**src/rtl/dmairq_pkg.sv**
```systemverilog
package dmairq_pkg;

  // Default number of channels tracked by the block.
  localparam int DEF_CH = 15;

  // Default width of the combined status/mask register.
  localparam int DEF_REG_W = 32;

  // Per-cycle strobes that the control passes to the datapath.
  typedef struct packed {
    logic clrEn;  // software clear of status bits this cycle
    logic tglEn;  // software toggle of mask bits this cycle
  } irqStrb_t;

endpackage

```
**src/rtl/dmairq_ctrl.sv**
```systemverilog
module dmairq_ctrl
  import dmairq_pkg::*;
#(
  parameter int NUM_CH = DEF_CH,
  parameter int REG_W  = DEF_REG_W
) (
  input  logic              wrEn,
  input  logic [REG_W-1:0]  wrData,
  output irqStrb_t          strb,
  output logic [NUM_CH-1:0] clrVec,
  output logic [NUM_CH-1:0] tglVec
);

  localparam int HALF = REG_W / 2;

  // Bit positions that are part of the status field or the mask field.
  localparam logic [REG_W-1:0] LOW_FIELD  = {{(REG_W-NUM_CH){1'b0}}, {NUM_CH{1'b1}}};
  localparam logic [REG_W-1:0] FIELD_BITS = LOW_FIELD | (LOW_FIELD << HALF);

  // Reserved data bits take no part in any update.
  logic unusedBits;
  assign unusedBits = ^(wrData & ~FIELD_BITS);

  // Extract the clear field and the toggle field from the write data.
  assign clrVec = wrData[NUM_CH-1:0];
  assign tglVec = wrData[HALF+NUM_CH-1:HALF];

  // A strobe is raised only when the write carries a one in its field.
  always_comb begin
    strb.clrEn = wrEn && (|clrVec);
    strb.tglEn = wrEn && (|tglVec);
  end

endmodule

```
**src/rtl/dmairq_dp.sv**
```systemverilog
module dmairq_dp
  import dmairq_pkg::*;
#(
  parameter int NUM_CH = DEF_CH
) (
  input  logic              clk,
  input  logic              rstN,
  input  logic [NUM_CH-1:0] finishPulse,
  input  irqStrb_t          strb,
  input  logic [NUM_CH-1:0] clrVec,
  input  logic [NUM_CH-1:0] tglVec,
  output logic [NUM_CH-1:0] statusQ,
  output logic [NUM_CH-1:0] maskQ,
  output logic              irqOut
);

  logic [NUM_CH-1:0] statusD;
  logic [NUM_CH-1:0] maskD;

  // Status: the clear is applied first and the set after it, so a
  // hardware set wins over a software clear in the same cycle.
  always_comb begin
    statusD = statusQ;
    if (strb.clrEn) statusD = statusD & ~clrVec;
    statusD = statusD | finishPulse;
  end

  // Mask: a write inverts the selected bits.
  always_comb begin
    maskD = maskQ;
    if (strb.tglEn) maskD = maskQ ^ tglVec;
  end

  always_ff @(posedge clk or negedge rstN) begin
    if (!rstN) begin
      statusQ <= '0;
      maskQ   <= '0;
    end else begin
      statusQ <= statusD;
      maskQ   <= maskD;
    end
  end

  // The interrupt is a function of the registers only.
  assign irqOut = |(statusQ & maskQ);

endmodule

```
**src/rtl/dmairq_top.sv**
```systemverilog
module dmairq_top
  import dmairq_pkg::*;
#(
  parameter int NUM_CH = DEF_CH,
  parameter int REG_W  = DEF_REG_W
) (
  input  logic              clk,
  input  logic              rstN,
  input  logic [NUM_CH-1:0] finishPulse,
  input  logic              wrEn,
  input  logic [REG_W-1:0]  wrData,
  output logic [REG_W-1:0]  rdData,
  output logic              irqOut
);

  localparam int HALF = REG_W / 2;

  irqStrb_t          strb;
  logic [NUM_CH-1:0] clrVec;
  logic [NUM_CH-1:0] tglVec;
  logic [NUM_CH-1:0] statusQ;
  logic [NUM_CH-1:0] maskQ;

  dmairq_ctrl #(.NUM_CH(NUM_CH), .REG_W(REG_W)) uCtrl (
    .wrEn   (wrEn),
    .wrData (wrData),
    .strb   (strb),
    .clrVec (clrVec),
    .tglVec (tglVec)
  );

  dmairq_dp #(.NUM_CH(NUM_CH)) uDp (
    .clk         (clk),
    .rstN        (rstN),
    .finishPulse (finishPulse),
    .strb        (strb),
    .clrVec      (clrVec),
    .tglVec      (tglVec),
    .statusQ     (statusQ),
    .maskQ       (maskQ),
    .irqOut      (irqOut)
  );

  // Read word: status in the low half, mask in the high half, rest zero.
  always_comb begin
    rdData = '0;
    rdData[NUM_CH-1:0] = statusQ;
    rdData[HALF+NUM_CH-1:HALF] = maskQ;
  end

endmodule

```
**config.mk**
```make
export PLATFORM = sky130hd
export DESIGN_NAME = dmairq_top
export DESIGN_NICKNAME = d
export VERILOG_FILES = /design/src/rtl/dmairq_pkg.sv /design/src/rtl/dmairq_ctrl.sv /design/src/rtl/dmairq_dp.sv /design/src/rtl/dmairq_top.sv
export SDC_FILE = /design/constraint.sdc
export NUM_CORES = 1
export LEC_CHECK = 0
export ABC_AREA = 1
export BUFFER_PORTS_ARGS = -buffer_cell sky130_fd_sc_hd__buf_2
export CELL_PAD_IN_SITES_DETAIL_PLACEMENT = 1
export CELL_PAD_IN_SITES_GLOBAL_PLACEMENT = 1
export CORE_ASPECT_RATIO = 0.9
export CORE_MARGIN = 3
export CORE_UTILIZATION = 33
export DETAILED_ROUTE_END_ITERATION = 6
export HOLD_SLACK_MARGIN = 0.1
export PLACE_DENSITY = 0.92
export SYNTH_ARGS = -nofsm -noshare
export SYNTH_HDL_FRONTEND = slang
export SYNTH_SLANG_ARGS = --single-unit
export TNS_END_PERCENT = 1
```
**constraint.sdc**
```tcl
create_clock -name clk -period 2.2 [get_ports clk]
set_input_delay 0.22 -clock clk [delete_from_list [all_inputs] [get_ports clk]]
set_output_delay 0.22 -clock clk [all_outputs]
set_load 0.005 [all_outputs]
```
# --- Word-level counts from Yosys, hierarchy flattened ---
# Cells that the tools add are included.
# W data, S select, Z words.
word_totals:
  regBits: 30
  input_bits: 50
  out_inout_bits: 33
  word_cells: 13
op_classes:
  muxes: 1
  n_bitwise: 5
  reduce_logical: 5
ops:
  columns: ["op", "count"]
  rows:
  - ["$reduce_or A15 Y1", 3]
  - ["$and A15 B15 Y15", 2]
  - ["$mux W15", 1]
  - ["$not A15 Y15", 1]
  - ["$or A15 B15 Y15", 1]
  - ["$xor A15 B15 Y15", 1]
  - ["$logic_and A1 B1 Y1", 2]

# --- Longest topological paths before layout ---
# Gate-level depths: netlist of run 1.
depth:
  word_depth: 4
  depth_mapped: 8
  depth_no_buf: 7

# --- Hierarchy ---
# From an unflattened synthesis of run 1, not the netlist that was laid out.
hier_totals:
  hier_cells: 205
  hier_area_um2: 1674.1
by_module_without_submodules:
  columns: ["module", "n_inst", "cells_each", "area_per_inst_um2", "seq_area_each_um2"]
  rows:
  - ["dmairq_dp", 1, 141, 1311.3, 750.7]
  - ["dmairq_ctrl", 1, 61, 344.1, 0.0]
  - ["dmairq_top", 1, 3, 18.8, 0.0]

# --- Least setup slack after synthesis of run 1 ---
# OpenSTA, ideal clock, no wires.
synth_path:
  path_type: "input -> register"
  from: "input port wrData[27]"
  to: "register uDp.maskQ[10]"
  setup_ps: 117
  arrival_ps: 887
  required_time_ps: 2083
  slack_ps: 1196
  stages: 7
  n_path_buf: 1
  cell_sequence: "nor2_2 nand2_2 nor2_4 nand3_4 buf_2 nand3_1 nand2_1"
synth_between:
  elab_chain_cells: 2
synth_rtl:
  columns: ["element", "line_no", "source"]
  rows:
  - ["start, declared", "dmairq_top.sv:11", "input logic [REG_W-1:0] wrData,"]
  - ["$reduce_or A15 Y1", "dmairq_ctrl.sv:31", "strb.tglEn = wrEn && (|tglVec);"]
  - ["$logic_and A1 B1 Y1", "dmairq_ctrl.sv:31", null]
  - ["end signal, assigned", "dmairq_dp.sv:40", "maskQ <= maskD;"]
  - ["end, declared", "dmairq_dp.sv:13", "output logic [NUM_CH-1:0] maskQ,"]
# Every way passes these cells.
# A chain may end at the register's enable or synchronous reset.

# --- Worst setup path in the final report of run 1 ---
layout_path:
  from: "register uDp.maskQ[3]"
  to: "output port irqOut"
layout_between:
  elab_chain_cells: 2
layout_rtl:
  columns: ["element", "line_no", "source"]
  rows:
  - ["$and A15 B15 Y15", "dmairq_dp.sv:45", "assign irqOut = |(statusQ & maskQ);"]
  - ["$reduce_or A15 Y1", "dmairq_dp.sv:45", null]
  - ["end, declared", "dmairq_top.sv:13", "output logic irqOut"]
# Every way passes these cells.

==> impl_results.md, run 1 <==
* Post-CTS resize count at 0
* Synth-to-Final Area Change at 32.7%
* Nets@finish at around 340
* Wirelength per Cell at approximately 14 um
* Vias in the first global route at between 1.5k and 2k
* CTS max path bufs at 2
* Post-DRT Antenna Nets at 0
* CP Depth at 5
* RD Place Congestion at between 0.8 and 0.9
* Worst Setup SP: uDp.maskQ[3]$_DFFE_PN0P_
* CTS tree: yes
* CTS Hold Bufs at 1
* Starting Density at 0.350
* Arr. time, crit path at ~1.2 ns
* Layout Skew at 0 ns
* Hold WC Path Type: in2reg
* Half-perimeter wire length after placement at roughly 3800 um
* Num rows at 23
* Fin crit period at approximately 1.4 ns
* Sink Count at 30
* Seq/Total Area, Yosys at 0.469
* Die area at about 0.0057 mm^2
* CP dominant cell by count: nand3_1
* CTS Buf Count at 5
* Drt first pass iters at 4
* Initial antenna violation count at 0
* Post-CTS Setup Inserts at 0
* Reg clk slew, reported paths at ~0.06 ns
* Largest net degree at the start of global routing at 32
* Sequential Power Share at 0.467
* Combinational power share at 0.249
* CTS Root Cell: clkbuf_8
* Worst-skew pair later-pin latency at 0.27 ns
* Avg Vias per Cell at about 4.6
* Fraction of layout cells with a size suffix above 1 at 0.323
* First-pass GRT wire length at between 7000 and 8000 um
* Max-slew headroom at 0.553
* Die X-Extent at roughly 80 um
* Grt ovf at 0
* Placed insts at roughly 340
* Unique cell type count in the Yosys netlist at 20
* Worst r2r dst: uDp.maskQ[13]$_DFFE_PN0P_
* Power, Total at 0.00161 W
* Post-Route Setup TNS at 0 ns
* CP endpoint: irqOut
* HP Start: finishPulse[2]
* Max_cap viols at 0
* Max Clk Rate at between 600 and 700 MHz
* Period utilisation layout at 0.656
* Vias after detailed routing at roughly 1.6k
* Port Buffers at 78
* R2r startpoint: uDp.maskQ[13]$_DFFE_PN0P_
* Syn Inst Count at about 210
* Cell Area, Synth at 0.00160 mm^2
* Iteration-0 DRC Markers at 29
* Core ar. at between 0.004 and 0.005 mm^2
* Max-slew violations at 0
* Worst R2R Path Depth at 3
* Final wirelength at just under 5000 um
* Commonest non-fill, non-tap cell in the layout: nand2_1
* Peak VDD IR at roughly 0.00029 V
* Slowest CP cell: dfrtp_1
* Total track usage at 0.178
* Crit path max fanout at 4
* Clock power frac at 0.284
* Pwr Density at 756 mW/mm^2
* DIE HEIGHT at 72.1 um
* Yosys warns at 0
* Critical path launch point type: flop
* Switch share at 0.321
* Slew of the pin with the lowest slew margin at approximately 0.67 ns
* DRC viols at 0
* CP delay by family, top: flip-flops
* Antenna cells at 0
* Worst Path Required at ~2.0 ns
* CP bufs+invs at 1
* Cell Count, Final, Fillers Out at 350
* H-Tree Level Count at 2
* Worst path cell trace: nand2_1 -> nand3_1 -> nor2_1 -> nand3_1 -> buf_2
* Hold Fails Final Rpt at 0
* Cell leakage power at 1.19 nW
* Min Hold Slack at between 0.1 and 0.15 ns
* Most frequent cells in the layout: nand2_1, buf_2, nand3_1
* R2R setup slack at between 1 and 1.5 ns
* RSZ-0062 raised after global routing: no
* Net Sw Power at between 0.0005 and 0.0006 W
* Crit path kind: reg2out
* Top-level I/O count at 83
* Setup Viol. Count Final at 0
* CP peak stage delay at roughly 0.42 ns
* Post-Syn Area per Cell at between 7 and 8 um^2
* Post-synthesis register bit count at 30
* Int Pwr at roughly 0.0011 W
* CP endpoint kind: output port
* Status: finished clean
## tightest hold or removal path, delay by kind of cell
kind / cells / cell delay [ns]
and+or+nand+nor: 1 / 0.05
buffers and inverters: 2 / 0.10
## cell families (layout without fill, tap and decap cells)
logic type | after synthesis | in the layout | synth area share
other | 1 | 2 | 0.00234
xor gates and xnor gates | 15 | 15 | 0.0820
DFF | 30 | 30 | 0.469
and+or+nand+nor | 137 | 137 | 0.376
buffers and inverters | 25 | 104 | 0.0711
## stage by stage
step,cell area [um^2],setup slack [ns],utilization
after global placement,2020,0.904,0.442
final,2120,0.756,0.464
after global routing,2120,0.686,0.464
after floorplan,1610,1.20,-
after detailed placement,2020,0.864,0.442
after CTS,2120,0.728,0.464
## registers in the layout, indices dropped and copies added, names as in the netlist
register     cells
uDp.statusQ     15
uDp.maskQ       15
## cell usage after synthesis, drive strengths merged
cell type	count	area share
xnor2	1	0.0055
dfrtp	30	0.47
buf	8	0.031
nand2	83	0.20
conb	1	0.0023
nor3	1	0.0063
xor2	14	0.077
inv	17	0.040
nand4	2	0.0078
nand3	33	0.11
nor2	18	0.050
## power groups by stage
stage / Sequential [W] / Clock, W / Combinational (W)
2_1_floorplan: 0.000745 / 0 / 0.000203
3_3_place_gp: 0.000755 / 0 / 0.000384
3_5_place_dp: 0.000762 / 0 / 0.000407
4_1_cts: 0.000752 / 0.000471 / 0.000411
5_1_grt: 0.000771 / 0.000494 / 0.000461
6_report: 0.000750 / 0.000456 / 0.000400
## metal layers
layer  up-vias  track usage  part of all wire
li1        798            -                 -
met1       748        0.219              0.43
met2        48        0.305              0.49
met3         6       0.0434             0.063
met4         0       0.0630             0.013
met5         -            0                 0
## final cells by class
cell class	count	area, um^2
fillers	615	2450
clock inverters	1	5.00
well taps	62	77.6
multi-input cells	154	741
clock buffers	7	86.3
inverters	17	63.8
repair buffers	79	400
flip-flops and latches	30	751
## worst min path at each step
stage | endpoint | slack, ns | cells past startpoint
after floorplan | uDp.maskQ[0]$_DFFE_PN0P_ | -0.08 | 0
after global placement | uDp.statusQ[0]$_DFF_PN0_ | 0.30 | 1
after detailed placement | uDp.statusQ[2]$_DFF_PN0_ | 0.30 | 1
after CTS | uDp.statusQ[12]$_DFF_PN0_ | 0.12 | 3
after global routing | uDp.statusQ[13]$_DFF_PN0_ | 0.13 | 3
final | uDp.statusQ[2]$_DFF_PN0_ | 0.13 | 3
Note: power is estimated with default switching activity, not from simulation.
==> run 2, diff against run 1 <==
--- a/config.mk
+++ b/config.mk
@@ -11,10 +11,10 @@
 export CELL_PAD_IN_SITES_GLOBAL_PLACEMENT = 1
 export CORE_ASPECT_RATIO = 0.9
 export CORE_MARGIN = 3
-export CORE_UTILIZATION = 33
+export CORE_UTILIZATION = 28
 export DETAILED_ROUTE_END_ITERATION = 6
 export HOLD_SLACK_MARGIN = 0.1
-export PLACE_DENSITY = 0.92
+export PLACE_DENSITY = 0.84
 export SYNTH_ARGS = -nofsm -noshare
 export SYNTH_HDL_FRONTEND = slang
 export SYNTH_SLANG_ARGS = --single-unit
==> constraint.sdc (replaced) <==
create_clock -name clk -period 1.3 [get_ports clk]
set_input_delay 0.13 -clock clk [delete_from_list [all_inputs] [get_ports clk]]
set_output_delay 0.13 -clock clk [all_outputs]
set_load 0.005 [all_outputs]
==> run 2 against run 1 <==
The flow now finishes with violations (negative setup slack); hold slack improved by 0.020 ns; flip-flop and latch count stayed put; utilization decreased by 0.66 points; critical path depth unchanged; critical path type unchanged; critical endpoint unchanged.
==> impl_results.md, run 2 (synthesis gave the netlist of run 1 again) <==
* Port Buffers at 78 (unchanged)
* Max_cap viols at 0 (unchanged)
* Finished Cell Area at 0.00246 mm^2 (was 0.00212 mm^2)
* Vias in the first global route at 1,937 (was 1,678)
* Arr. time, crit path at 1.21 ns (was 1.22 ns)
* Vias after detailed routing at 1,754 (was 1,600)
* Worst-skew pair later-pin latency at 0.28 ns (was 0.27 ns)
* Multi-input gate area at 748 um^2 (was 741 um^2)
* Fraction of layout cells with a size suffix above 1 at 0.367 (was 0.323)
* Grt ovf at 0 (unchanged)
* CP peak stage delay at 0.42 ns (about the same)
* Total track usage at 0.174 (was 0.178)
* Initial antenna violation count at 0 (unchanged)
* CTS Buf Count at 5 (unchanged)
* Setup Viol. Count Final at 1 (was 0)
* RSZ-0062 raised after global routing: yes (was no)
* CP bufs+invs at 1 (unchanged)
* Die X-Extent at 85.7 um (was 79.4 um)
* Reg clk slew, reported paths at 0.06 ns (about the same)
* Placed Area at 0.00208 mm^2 (was 0.00202 mm^2)
* Wirelength per Cell at 14.6 um (was 13.9 um)
* Commonest non-fill, non-tap cell in the layout: nand2_1 (unchanged)
* Antenna cells at 0 (unchanged)
* Nets@finish at 373 (was 337)
* Min Hold Slack at 0.147 ns (was 0.128 ns)
* Largest net degree at the start of global routing at 22 (was 32)
* Post-DRT Antenna Nets at 0 (unchanged)
* PnR worst setup slack at -0.0416 ns (was 0.756 ns)
* Top-level I/O count at 83 (unchanged)
* Starting Density at 0.298 (was 0.350)
* Core ar. at 0.00538 mm^2 (was 0.00458 mm^2)
* First-pass GRT wire length at 9040 um (was 7800 um)
* DIE HEIGHT at 77.8 um (was 72.1 um)
* Top Registers: uDp.maskQ x15, uDp.statusQ x15 (unchanged)
* DRC viols at 0 (unchanged)
* Hold Fails Final Rpt at 0 (unchanged)
* Peak VDD IR at 0.000543 V (was 0.000289 V)
* H-Tree Level Count at 2 (unchanged)
* Iteration-0 DRC Markers at 44 (was 29)
* Hold WC Path Type: in2reg (unchanged)
* Max Clk Rate at about 750 MHz
* Period utilisation layout at 1.03
* # fillers at 692 (was 615)
* Pwr Density at 1200 mW/mm^2 (was 756 mW/mm^2)
* Final wirelength at 5690 um (was 4860 um)
* Failing checks: negative setup slack
* Register area at 754 um^2 (was 751 um^2)
* CP delay by family, top: flip-flops (unchanged)
* Synth-to-Final Area Change at 53.7% (was 32.7%)
* Half-perimeter wire length after placement at 4190 um (was 3810 um)
* Worst path cell trace: nand2_1 -> nand3_2 -> nor2_2 -> nand3_1 -> buf_2 (was nand2_1 -> nand3_1 -> nor2_1 -> nand3_1 -> buf_2)
* Worst Path Required at 1.17 ns (was 1.98 ns)
* RD Place Congestion at 0.788 (was 0.801)
* Crit path kind: reg2out (unchanged)
* Die area at 0.00666 mm^2 (was 0.00573 mm^2)
* Crit path max fanout at 3 (was 4)
* CTS Root Cell: clkbuf_8 (unchanged)
* CTS max path bufs at 2 (unchanged)
* Num rows at 25 (was 23)
* Fin crit period at between 1 and 1.5 ns
* Post-Route Setup TNS at -0.0416 ns (was 0 ns)
* Avg Vias per Cell at 4.49 (was 4.57)
* CP endpoint kind: output port (unchanged)
* Max-slew violations at 0 (unchanged)
* Most frequent cells in the layout: nand2_1, buf_2, nand3_1 (unchanged)
* CTS tree: yes (unchanged)
* Status: finished with violations (was finished clean)
* Cell leakage power at 1.35 nW (was 1.19 nW)
* Slowest CP cell: dfrtp_1 (unchanged)
* Layout Skew at 0 ns (unchanged)
* Sink Count at 30 (unchanged)
* Drt first pass iters at 4 (unchanged)
* Critical path launch point type: flop (unchanged)
==> run 2: cell count changes in the layout (fill, tap and decap cells not counted) <==
cell and change:
buf_12 +1, buf_4 +20, dfrtp_1 -3, dfrtp_2 +3, dlygate4sd3_1 +15, nand3_1 -1, nand3_2 +1, nor2_1 -1
nor2_2 +1
==> run 2: stage by stage <==
step	std cells	power, W	util	setup WS (ns)
floorplan	209	0.00160	-	0.386
global placement	351	0.00196	0.387	0.135
detailed placement	351	0.00200	0.387	0.0531
CTS	381	0.00288	0.442	-0.0632
global route	391	0.00316	0.458	-0.117
finish	391	0.00296	0.458	-0.0416
==> run 2: what timing repair did <==
| action | 4_1_cts | 5_1_grt |
|---|---|---|
| hold buffers | 16 | 0 |
| endpoints found under the setup margin | 1 | 1 |
| buffers inserted | 6 | 10 |
| resized for setup | 0 | 5 |
| hold endpoints to repair | 45 | 0 |
| pin swaps | 1 | 7 |
==> run 2: cell type report <==
cell class / count / area share
clock inverters: 1 / 0.00203
multi-input cells: 154 / 0.304
inverters: 17 / 0.0259
well taps: 67 / 0.0340
clock buffers: 7 / 0.0351
repair buffers: 115 / 0.293
flip-flops and latches: 30 / 0.306
==> run 2: worst paths after layout <==
path / slack [ns] / cells after the start / from / endpoint
max: -0.04 / 5 / uDp.statusQ[3]$_DFF_PN0_ / irqOut
min: 0.15 / 4 / wrData[11] / uDp.statusQ[11]$_DFF_PN0_
max reg2reg: 0.34 / 4 / uDp.maskQ[11]$_DFFE_PN0P_ / uDp.maskQ[11]$_DFFE_PN0P_
min reg2reg: 0.51 / 2 / uDp.statusQ[6]$_DFF_PN0_ / uDp.statusQ[6]$_DFF_PN0_
max in group asynchronous: 0.58 / 3 / rstN / uDp.maskQ[9]$_DFFE_PN0P_
min in group asynchronous: 0.30 / 2 / rstN / uDp.statusQ[3]$_DFF_PN0_
==> run 2: per-layer routing <==
layer | vias up | global-route usage | wire [um]
li1 | 869 | - | -
met1 | 827 | 0.202 | 2410
met2 | 50 | 0.313 | 2940
met3 | 8 | 0.0340 | 238
met4 | 0 | 0.0649 | 102
met5 | - | 0 | 0
==> run 2: where the power goes <==
part	switching, W	internal (W)	leakage, nW
registers	0.000142	0.00109	0.329
logic	0.000459	0.000496	0.975
clock network	0.000345	0.000426	0.0482
total	0.000946	0.00201	1.35
==> run 2: worst register-to-register path, delay by kind of cell (launching register included) <==
| kind | cells | cell delay [ns] |
|---|---|---|
| AND/OR/NAND/NOR | 2 | 0.15 |
| buffers and inverters | 1 | 0.15 |
| flip-flops | 1 | 0.42 |
| XOR/XNOR | 1 | 0.13 |
==> run 3, diff against run 2 <==
--- a/config.mk
+++ b/config.mk
@@ -10,11 +10,12 @@
 export CELL_PAD_IN_SITES_DETAIL_PLACEMENT = 1
 export CELL_PAD_IN_SITES_GLOBAL_PLACEMENT = 1
 export CORE_ASPECT_RATIO = 0.9
-export CORE_MARGIN = 3
 export CORE_UTILIZATION = 28
+export CTS_CLUSTER_DIAMETER = 120
 export DETAILED_ROUTE_END_ITERATION = 6
 export HOLD_SLACK_MARGIN = 0.1
 export PLACE_DENSITY = 0.84
+export SKIP_CTS_REPAIR_TIMING = 1
 export SYNTH_ARGS = -nofsm -noshare
 export SYNTH_HDL_FRONTEND = slang
 export SYNTH_SLANG_ARGS = --single-unit
==> run 3 against run 2 <==
Critical path type unchanged; total power shrank 2.4%; global-route usage is 0.14 points higher; the flow still finishes with violations (negative setup slack); flip-flop and latch count is the same; via count fell by 1.4%; register-to-register slack about the same; non-clock buffer count is 10 lower; maximum frequency fell by 1.5%; first-iteration DRC count grew 43%; largest cell class unchanged; clock skew unchanged; clock-buffer cell count stayed put; routed wire length is 3.7% lower; hold slack worse by 0.0030 ns.
==> impl_results.md, run 3 (synthesis gave the netlist of run 1 again) <==
* Half-perimeter wire length after placement at 3900 um (was 4190 um)
* R2r startpoint: uDp.maskQ[4]$_DFFE_PN0P_ (was uDp.maskQ[11]$_DFFE_PN0P_)
* Max Clk Rate at 734 MHz (was 745 MHz)
* Sink Count at 30 (unchanged)
* CP delay by family, top: flip-flops (unchanged)
* CP endpoint kind: output port (unchanged)
* Max_cap viols at 0 (unchanged)
* Hold Crit Endpoint: uDp.maskQ[14]$_DFFE_PN0P_ (was uDp.statusQ[11]$_DFF_PN0_)
* HP Start: wrData[30] (was wrData[11])
* Layout Skew at 0 ns (unchanged)
* Top Registers: uDp.maskQ x15, uDp.statusQ x15 (unchanged)
* Iteration-0 DRC Markers at 63 (was 44)
* Arr. time, crit path at 1.23 ns (was 1.21 ns)
* Most frequent cells in the layout: nand2_1, buf_2, nand3_1 (unchanged)
* Wirelength per Cell at 14.4 um (was 14.6 um)
* Slowest CP cell: dfrtp_2 (was dfrtp_1)
* Nets@finish at 363 (was 373)
* Worst-skew pair later-pin latency at 0.28 ns (about the same)
* Worst Path Required at 1.17 ns (about the same)
* Top-level I/O count at 83 (unchanged)
* Antenna cells at 0 (unchanged)
* Core ar. at 0.00538 mm^2 (unchanged)
* PnR worst setup slack at -0.0627 ns (was -0.0416 ns)
* Initial antenna violation count at 0 (unchanged)
* Period utilisation layout at 1.05 (was 1.03)
* H-Tree Level Count at 2 (unchanged)
* Cell leakage power at 1.31 nW (was 1.35 nW)
* Worst path cell trace: nand2_1 -> nand4_1 -> nor2_1 -> nand3_1 -> buf_2 (was nand2_1 -> nand3_2 -> nor2_2 -> nand3_1 -> buf_2)
* Failing checks: negative setup slack (unchanged)
* Setup Viol. Count Final at 1 (unchanged)
* Vias after detailed routing at 1,729 (was 1,754)
* Max-slew violations at 0 (unchanged)
* Fin crit period at 1.36 ns (was 1.34 ns)
* R2R setup slack at 0.35 ns (was 0.34 ns)
* Post-DRT Antenna Nets at 0 (unchanged)
* Drt first pass iters at 6 (was 4)
* Worst R2R Path Depth at 4 (unchanged)
* Grt ovf at 0 (unchanged)
* Worst r2r dst: uDp.maskQ[4]$_DFFE_PN0P_ (was uDp.maskQ[11]$_DFFE_PN0P_)
* Peak VDD IR at 0.000477 V (was 0.000543 V)
* Hold Fails Final Rpt at 0 (unchanged)
* Worst Hold Depth at 3 (was 4)
* Final wirelength at 5480 um (was 5690 um)
* CP bufs+invs at 1 (unchanged)
* # fillers at 704 (was 692)
* Placed insts at 350 (was 351)
* Total track usage at 0.175 (was 0.174)
* Pwr Density at 1210 mW/mm^2 (was 1200 mW/mm^2)
* Crit path kind: reg2out (unchanged)
* First-pass GRT wire length at 7690 um (was 9040 um)
* Status: finished with violations (unchanged)
* Worst Setup SP: uDp.maskQ[4]$_DFFE_PN0P_ (was uDp.statusQ[3]$_DFF_PN0_)
* CTS Root Cell: clkbuf_8 (unchanged)
* Die area at 0.00603 mm^2 (was 0.00666 mm^2)
* CTS Buf Count at 5 (unchanged)
* Avg Vias per Cell at 4.54 (was 4.49)
* Reg clk slew, reported paths at 0.07 ns (was 0.06 ns)
* RD Place Congestion at 0.757 (was 0.788)
* Critical path launch point type: flop (unchanged)
* DRC viols at 0 (unchanged)
* Largest net degree at the start of global routing at 17 (was 22)
* Hold WC Path Type: in2reg (unchanged)
* CP peak stage delay at 0.44 ns (was 0.42 ns)
* Starting Density at 0.298 (unchanged)
* Die X-Extent at 81.7 um (was 85.7 um)
* Cell Count, Final, Fillers Out at 381 (was 391)
* CTS max path bufs at 2 (unchanged)
* RSZ-0062 raised after global routing: yes (unchanged)
* DIE HEIGHT at 73.8 um (was 77.8 um)
* Crit path max fanout at 4 (was 3)
* Vias in the first global route at 1,682 (was 1,937)
* Commonest non-fill, non-tap cell in the layout: nand2_1 (unchanged)
* Min Hold Slack at 0.144 ns (was 0.147 ns)
* Fraction of layout cells with a size suffix above 1 at 0.334 (was 0.367)
* CTS tree: yes (unchanged)
* Port Buffers at 78 (unchanged)
* Synth-to-Final Area Change at 48.4% (was 53.7%)
* Num rows at 25 (unchanged)
-- run 3: cell types whose count changed in the layout (fill, tap and decap cells not counted), sizes merged --
cell and delta:
buf -10
-- run 3: worst register-to-register path: stages (launching register included) --
cell     delay (ns)
dfrtp_2        0.44
buf_4          0.14
xor2_1         0.13
nand3_1        0.08
nand2_1        0.06
-- run 3: per-stage QoR --
step / instance area, um^2 / utilization / total power, W / worst slack [ns] / setup TNS [ns]
5_1_grt: 2380 / 0.442 / 0.00308 / -0.153 / -0.153
2_1_floorplan: 1610 / - / 0.00160 / 0.386 / 0
3_3_place_gp: 2070 / 0.385 / 0.00195 / 0.0622 / 0
6_report: 2380 / 0.442 / 0.00289 / -0.0627 / -0.0627
3_5_place_dp: 2070 / 0.385 / 0.00199 / 0.0525 / 0
4_1_cts: 2160 / 0.402 / 0.00278 / -0.0929 / -0.0929
-- run 3: how the worst max path moves through the flow --
| stage | to | slack, ns | cells past startpoint |
|---|---|---|---|
| after floorplan | uDp.maskQ[10]$_DFFE_PN0P_ | 0.39 | 7 |
| after global placement | uDp.statusQ[6]$_DFF_PN0_ | 0.06 | 8 |
| after detailed placement | uDp.maskQ[10]$_DFFE_PN0P_ | 0.05 | 6 |
| after CTS | irqOut | -0.09 | 5 |
| after global routing | irqOut | -0.15 | 5 |
| final | irqOut | -0.06 | 5 |
-- run 3: cell type report --
class / instances / area, um^2 / share of cell area
clock buffers: 7 / 86.3 / 0.0363
well taps: 67 / 83.8 / 0.0353
repair buffers: 105 / 646 / 0.272
inverters: 17 / 63.8 / 0.0268
clock inverters: 1 / 5.00 / 0.00211
flip-flops and latches: 30 / 752 / 0.316
multi-input cells: 154 / 741 / 0.312
-- run 3: metal layers --
layer,share of wire,track usage,vias to the layer above
li1,-,-,847
met1,0.43,0.211,834
met2,0.52,0.296,44
met3,0.039,0.0547,4
met4,0.010,0.0565,0
met5,0,0,-
-- run 3: report_power, final --
part           total (W)  internal [W]  switching (W)
registers        0.00126       0.00109       0.000174
clock network   0.000788      0.000427       0.000361
logic           0.000838      0.000438       0.000400
